`src/rtl/sclk_div_pkg.sv`:
```
package sclk_div_pkg;

  // Command strobes issued by the control to the counting datapath
  typedef struct packed {
    logic hold;   // force counter to zero, clock low, strobes quiet
    logic wrap;   // half-period done: restart count and flip the clock
  } divCmd_t;

  function automatic int maxOf(input int a, input int b);
    return (a > b) ? a : b;
  endfunction

endpackage

```
`src/rtl/sclk_div_limit.sv`:
```
// Turns the active divider setting into the terminal count of one half-period.
module sclk_div_limit #(
  parameter int RATIO_W = 8,
  parameter int EXP_W   = 4,
  parameter int CNT_W   = 14
) (
  input  logic               useLin,
  input  logic [RATIO_W-1:0] ratio,
  input  logic [EXP_W-1:0]   expo,
  output logic [CNT_W-1:0]   halfLimit
);
  localparam int EXP_N = 1 << EXP_W;

  logic [CNT_W-1:0] expLut [EXP_N];

  // Terminal count for each exponent. Exponents 0 and 1 both give a
  // one-cycle half-period, so exponent 0 acts as divide-by-1.
  for (genvar k = 0; k < EXP_N; k++) begin : g_exp
    if (k <= 1) begin : g_fast
      assign expLut[k] = '0;
    end else begin : g_pow
      assign expLut[k] = (CNT_W'(1) << (k - 1)) - CNT_W'(1);
    end
  end

  always_comb begin
    if (useLin) begin
      halfLimit = CNT_W'(ratio);
    end else begin
      halfLimit = expLut[expo];
    end
  end
endmodule

```
`src/rtl/sclk_div_ctrl.sv`:
```
// Holds the setting in use and decides when the datapath wraps or idles.
module sclk_div_ctrl
  import sclk_div_pkg::*;
#(
  parameter int RATIO_W = 8,
  parameter int EXP_W   = 4
) (
  input  logic               clk,
  input  logic               rstN,
  input  logic               enable,
  input  logic               rangeSel,
  input  logic [RATIO_W-1:0] linRatio,
  input  logic [EXP_W-1:0]   expVal,
  input  logic               atTerm,
  input  logic               sclkNow,
  output divCmd_t            cmd,
  output logic               useLin,
  output logic [RATIO_W-1:0] ratio,
  output logic [EXP_W-1:0]   expo
);
  logic periodEnd;
  logic takeNew;

  // A full period ends when the high half wraps and the clock falls
  assign periodEnd = enable && atTerm && sclkNow;
  assign takeNew   = !enable || periodEnd;

  always_comb begin
    cmd.hold = !enable;
    cmd.wrap = enable && atTerm;
  end

  always_ff @(posedge clk or negedge rstN) begin
    if (!rstN) begin
      useLin <= 1'b1;
      ratio  <= '0;
      expo   <= '0;
    end else if (takeNew) begin
      useLin <= rangeSel;
      ratio  <= linRatio;
      expo   <= expVal;
    end
  end
endmodule

```
`src/rtl/sclk_div_path.sv`:
```
// Half-period counter, clock level register and edge strobes.
module sclk_div_path
  import sclk_div_pkg::*;
#(
  parameter int CNT_W = 14
) (
  input  logic             clk,
  input  logic             rstN,
  input  divCmd_t          cmd,
  input  logic [CNT_W-1:0] halfLimit,
  output logic             atTerm,
  output logic             sclk,
  output logic             sclkToggle,
  output logic             sclkRise,
  output logic             sclkFall
);
  logic [CNT_W-1:0] count;

  assign atTerm = (count == halfLimit);

  always_ff @(posedge clk or negedge rstN) begin
    if (!rstN) begin
      count      <= '0;
      sclk       <= 1'b0;
      sclkToggle <= 1'b0;
      sclkRise   <= 1'b0;
      sclkFall   <= 1'b0;
    end else if (cmd.hold) begin
      count      <= '0;
      sclk       <= 1'b0;
      sclkToggle <= 1'b0;
      sclkRise   <= 1'b0;
      sclkFall   <= 1'b0;
    end else if (cmd.wrap) begin
      count      <= '0;
      sclk       <= !sclk;
      sclkToggle <= 1'b1;
      sclkRise   <= !sclk;
      sclkFall   <= sclk;
    end else begin
      count      <= count + CNT_W'(1);
      sclkToggle <= 1'b0;
      sclkRise   <= 1'b0;
      sclkFall   <= 1'b0;
    end
  end
endmodule

```
`src/rtl/sclk_dual_div.sv`:
```
module sclk_dual_div
  import sclk_div_pkg::*;
#(
  parameter int RATIO_W = 8,
  parameter int EXP_W   = 4
) (
  input  logic               clk,
  input  logic               rstN,
  input  logic               enable,
  input  logic               rangeSel,
  input  logic [RATIO_W-1:0] linRatio,
  input  logic [EXP_W-1:0]   expVal,
  output logic               sclk,
  output logic               sclkToggle,
  output logic               sclkRise,
  output logic               sclkFall
);
  // Counter must hold the largest linear count and the largest power-of-two half-period
  localparam int CNT_W = maxOf(maxOf(RATIO_W, (1 << EXP_W) - 2), 1);

  divCmd_t            cmd;
  logic               atTerm;
  logic               useLin;
  logic [RATIO_W-1:0] ratio;
  logic [EXP_W-1:0]   expo;
  logic [CNT_W-1:0]   halfLimit;

  sclk_div_ctrl #(.RATIO_W(RATIO_W), .EXP_W(EXP_W)) u_ctrl (
    .clk(clk), .rstN(rstN), .enable(enable), .rangeSel(rangeSel),
    .linRatio(linRatio), .expVal(expVal), .atTerm(atTerm), .sclkNow(sclk),
    .cmd(cmd), .useLin(useLin), .ratio(ratio), .expo(expo)
  );

  sclk_div_limit #(.RATIO_W(RATIO_W), .EXP_W(EXP_W), .CNT_W(CNT_W)) u_limit (
    .useLin(useLin), .ratio(ratio), .expo(expo), .halfLimit(halfLimit)
  );

  sclk_div_path #(.CNT_W(CNT_W)) u_path (
    .clk(clk), .rstN(rstN), .cmd(cmd), .halfLimit(halfLimit), .atTerm(atTerm),
    .sclk(sclk), .sclkToggle(sclkToggle), .sclkRise(sclkRise), .sclkFall(sclkFall)
  );
endmodule

```
`config.mk`:
```
export PLATFORM = sky130hd
export DESIGN_NAME = sclk_dual_div
export DESIGN_NICKNAME = d
export VERILOG_FILES = /design/src/rtl/sclk_div_pkg.sv /design/src/rtl/sclk_div_limit.sv /design/src/rtl/sclk_div_ctrl.sv /design/src/rtl/sclk_div_path.sv /design/src/rtl/sclk_dual_div.sv
export SDC_FILE = /design/constraint.sdc
export NUM_CORES = 1
export LEC_CHECK = 0
export BUFFER_PORTS_ARGS = -buffer_cell sky130_fd_sc_hd__buf_2
export CORE_MARGIN = 8
export CORE_UTILIZATION = 52
export DETAILED_ROUTE_END_ITERATION = 7
export PLACE_DENSITY = 0.72
export SLEW_MARGIN = 20
export SYNTH_ARGS = -nofsm -noshare
export SYNTH_HDL_FRONTEND = slang
export SYNTH_HIERARCHICAL = 1
export SYNTH_SLANG_ARGS = --single-unit
```
`constraint.sdc`:
```
create_clock -name clk -period 2.9 [get_ports clk]
set_input_delay 0.29 -clock clk [delete_from_list [all_inputs] [get_ports clk]]
set_output_delay 0.29 -clock clk [all_outputs]
set_load 0.005 [all_outputs]
```
==> key figures <==
Detailed routing
  – Detailed Route WL: between 3 and 4 mm
  – Vias per inst: 5.54
  – # DRC: 0
  – Initial DRT Pass Iterations: 4
  – Starting DRT DRC Count: between 100 and 150
  – Wire per inst: around 15 µm
  – Post-route ant nets: 0
  – Vias: ~1300

Placed design
  – Final HPWL DP: 2.60 mm
  – Place WS: 253 ps
  – Inst Count DP: roughly 230
  – Port Buffers: 19
  – Routability congestion estimate: roughly 0.79

Power and ir drop
  – Sw Ratio: 27.4%
  – Peak supply drop: a little over 0.3 mV
  – Logic pwr share: approximately 16%
  – Internal: 612 µW
  – Flop pwr share: just under 60%
  – Leak: slightly above 0.0008 µW
  – Pwr/cell area: about 450 nW/µm²
  – Power share of the clock group: between 20 and 30%
  – Switch Pwr: about 230 µW

Floorplanning
  – # rows: 21
  – Core area: around 3300 µm²
  – Io pins: 20
  – Initial Util: between 50% and 60%
  – Die Footprint: ~5500 µm²
  – Die width: roughly 74 µm
  – Die Height: between 70 and 80 µm

Layout
  – Footprint of the multi-input gates: roughly 900 µm²
  – Ant. Diodes: 0
  – Post-Layout Cell Count: ~230
  – Fillers: 301
  – Final Util: ~57%
  – Register area: 777 µm²
  – P&R area growth vs syn: 7.08%
  – Fraction of layout cells with a size suffix above 1: approximately 25%
  – NumNets Final: roughly 200

Synth
  – Area leader, netlist: dfrtp_1
  – Seq/Total Area, Yosys: 43.9%
  – Top_reg_cell synth: dfrtp_1
  – Post-synth EDFFs: 0
  – Mapped cell area: 1770 µm²
  – Main area contributors after synthesis: dfrtp_1 (42%), mux2_4 (8.5%), xnor2_1 (7.9%)
  – Syn_nets: around 190
  – Cell variety after synth: 37
  – Top-count cell post-synth: dfrtp_1
  – Mapped Avg Cell Area: between 10 and 15 µm²
  – YS warnings: 6
  – Post-synth top area share: between 40% and 50%
  – Post-synthesis sequential element count: 31
  – Syn Inst Count: 170
  – Async SR Flop Fraction: 100%
  – Top cells by count, synth: dfrtp_1 (30), xnor2_1 (16), nor2_1 (14), a21oi_1 (13), nand2_1 (12)

Clock network
  – CTS tree: yes
  – TritonCTS Buffers: 5
  – Setup repair bufs after CTS: 0
  – H-Tree Level Count: 2
  – Root buffer cell: clkbuf_4
  – Clk_lat worst skew: between 300 and 400 ps
  – CTS Hold Bufs: 0
  – Clk sinks: 31
  – PostCTS Resize Cnt: 0
  – Clock slew at reported path FFs: about 80 ps
  – CTS Buffer Depth: 2

Setup path
  – Crit path launch: u_ctrl/expo[1]
  – Kind of critical path: flop to flop
  – Worst Path Arrival: 2880 ps
  – Worst R2R Start: u_ctrl/expo[1]
  – Critical-path maximum fanout: 12
  – R2R cell count: 9
  – Setup crit end kind: flop
  – Critical Path RT: 3080 ps
  – Crit start category: flop

Global route
  – Initial antenna violation count: 0
  – First-pass GRT wire length: a little over 6 mm
  – Largest net degree at the start of global routing: 32
  – Number of global-route vias before repair: about 1300
  – Grt total ovfl: 0
  – Tot GR Track Use: about 14%

Timing
  – Setup Viol. Count Final: 0
  – Minimum clock period: 2700 ps
  – Maximum clock frequency: about 370 MHz
  – Clock Skew: around 3.5 ps
  – Slew Limit Headroom: between 50% and 60%
  – Setup ws final: roughly 200 ps
  – RSZ-0062 raised after global routing: false
  – Final hold vios: 0
  – TNS Setup: 0 ps
  – Max-slew violations: 0
  – Worst-margin pin slew: about 680 ps
  – Crit share post-route: 93.1%
  – Final hold slack: about 3.1 ps

Run
  – Max-Cap Viols: 0

Hold path
  – Hold/Removal Path Class: primary input to async pin

Run status
  – Status: complete, no violations
[power by group through the flow]
stage               clock, µW  combinational (µW)  sequential (µW)
floorplan                   0                 122              480
global placement            0                 128              499
detailed placement          0                 133              501
CTS                       229                 133              493
global route              251                 146              498
finish                    219                 132              493
[placed cells by master, fill, tap and decap left out, types with 3 or more instances in the layout]
cell type and instances:
o21ai_0 7, nand4_1 4, xnor2_1 16, inv_1 7, nand3_1 8, or3_1 7, clkbuf_4 5, nor2b_1 4
nand2_1 12, mux2_4 10, buf_2 19, mux2_2 3, a21oi_1 13, nor4_2 3, dfrtp_1 30, nor2_1 14
[routing by layer]
layer / track usage (%) / share of wire [%] / vias up
met5: 0 / 0 / -
met4: 6.30 / 1.5 / 0
met3: 5.12 / 6.4 / 6
met2: 23.3 / 49 / 32
met1: 16.2 / 43 / 629
li1: - / - / 624
[through the flow]
step	total power [µW]	cell area, µm²
floorplan	602	1770
global placement	627	1850
detailed placement	633	1850
CTS	854	1890
global route	895	1890
finish	844	1890
[critical path, cell delays in order (launching register included)]
cell	delay, ps
dfrtp_1	530
a2111oi_2	410
a21oi_1	90
xnor2_1	150
nand4_1	100
nor4_1	550
and2_2	320
nor2_1	110
o311ai_0	140
o41ai_1	150
[cells by family after synthesis]
family	share of synthesized area, %
mux	11.5
simple gates	20.1
flops	43.9
compound gates	9.41
xor+xnor	8.92
buf+inv	5.38
fa+ha+maj	0.708
[worst paths after layout]
path                                     to  slack (ps)
setup / recovery           u_path/count[11]         200
hold / removal               u_ctrl/expo[1]           3
setup reg to reg           u_path/count[11]         200
hold reg to reg             u_ctrl/ratio[6]         520
max in group asynchronous   u_path/count[6]        2460
min in group clk             u_ctrl/expo[3]         200
[area by class of cell]
type                       instances  share of cell area [%]
clock buffer                       6                    2.18
inverter                           7                    1.39
sequential                        31                    41.0
timing repair buffer              19                    5.02
tap                               46                    3.04
multi-input combinational        124                    47.3
[registers in the layout, indices dropped and copies added (netlist names)]
register / flops
u_ctrl/expo: 4
u_ctrl/ratio: 8
u_ctrl/useLin: 1
u_path/count: 14
u_path/sclk: 1
u_path/sclkFall: 1
u_path/sclkRise: 1
u_path/sclkToggle: 1
(Power assumes the default switching activity.)
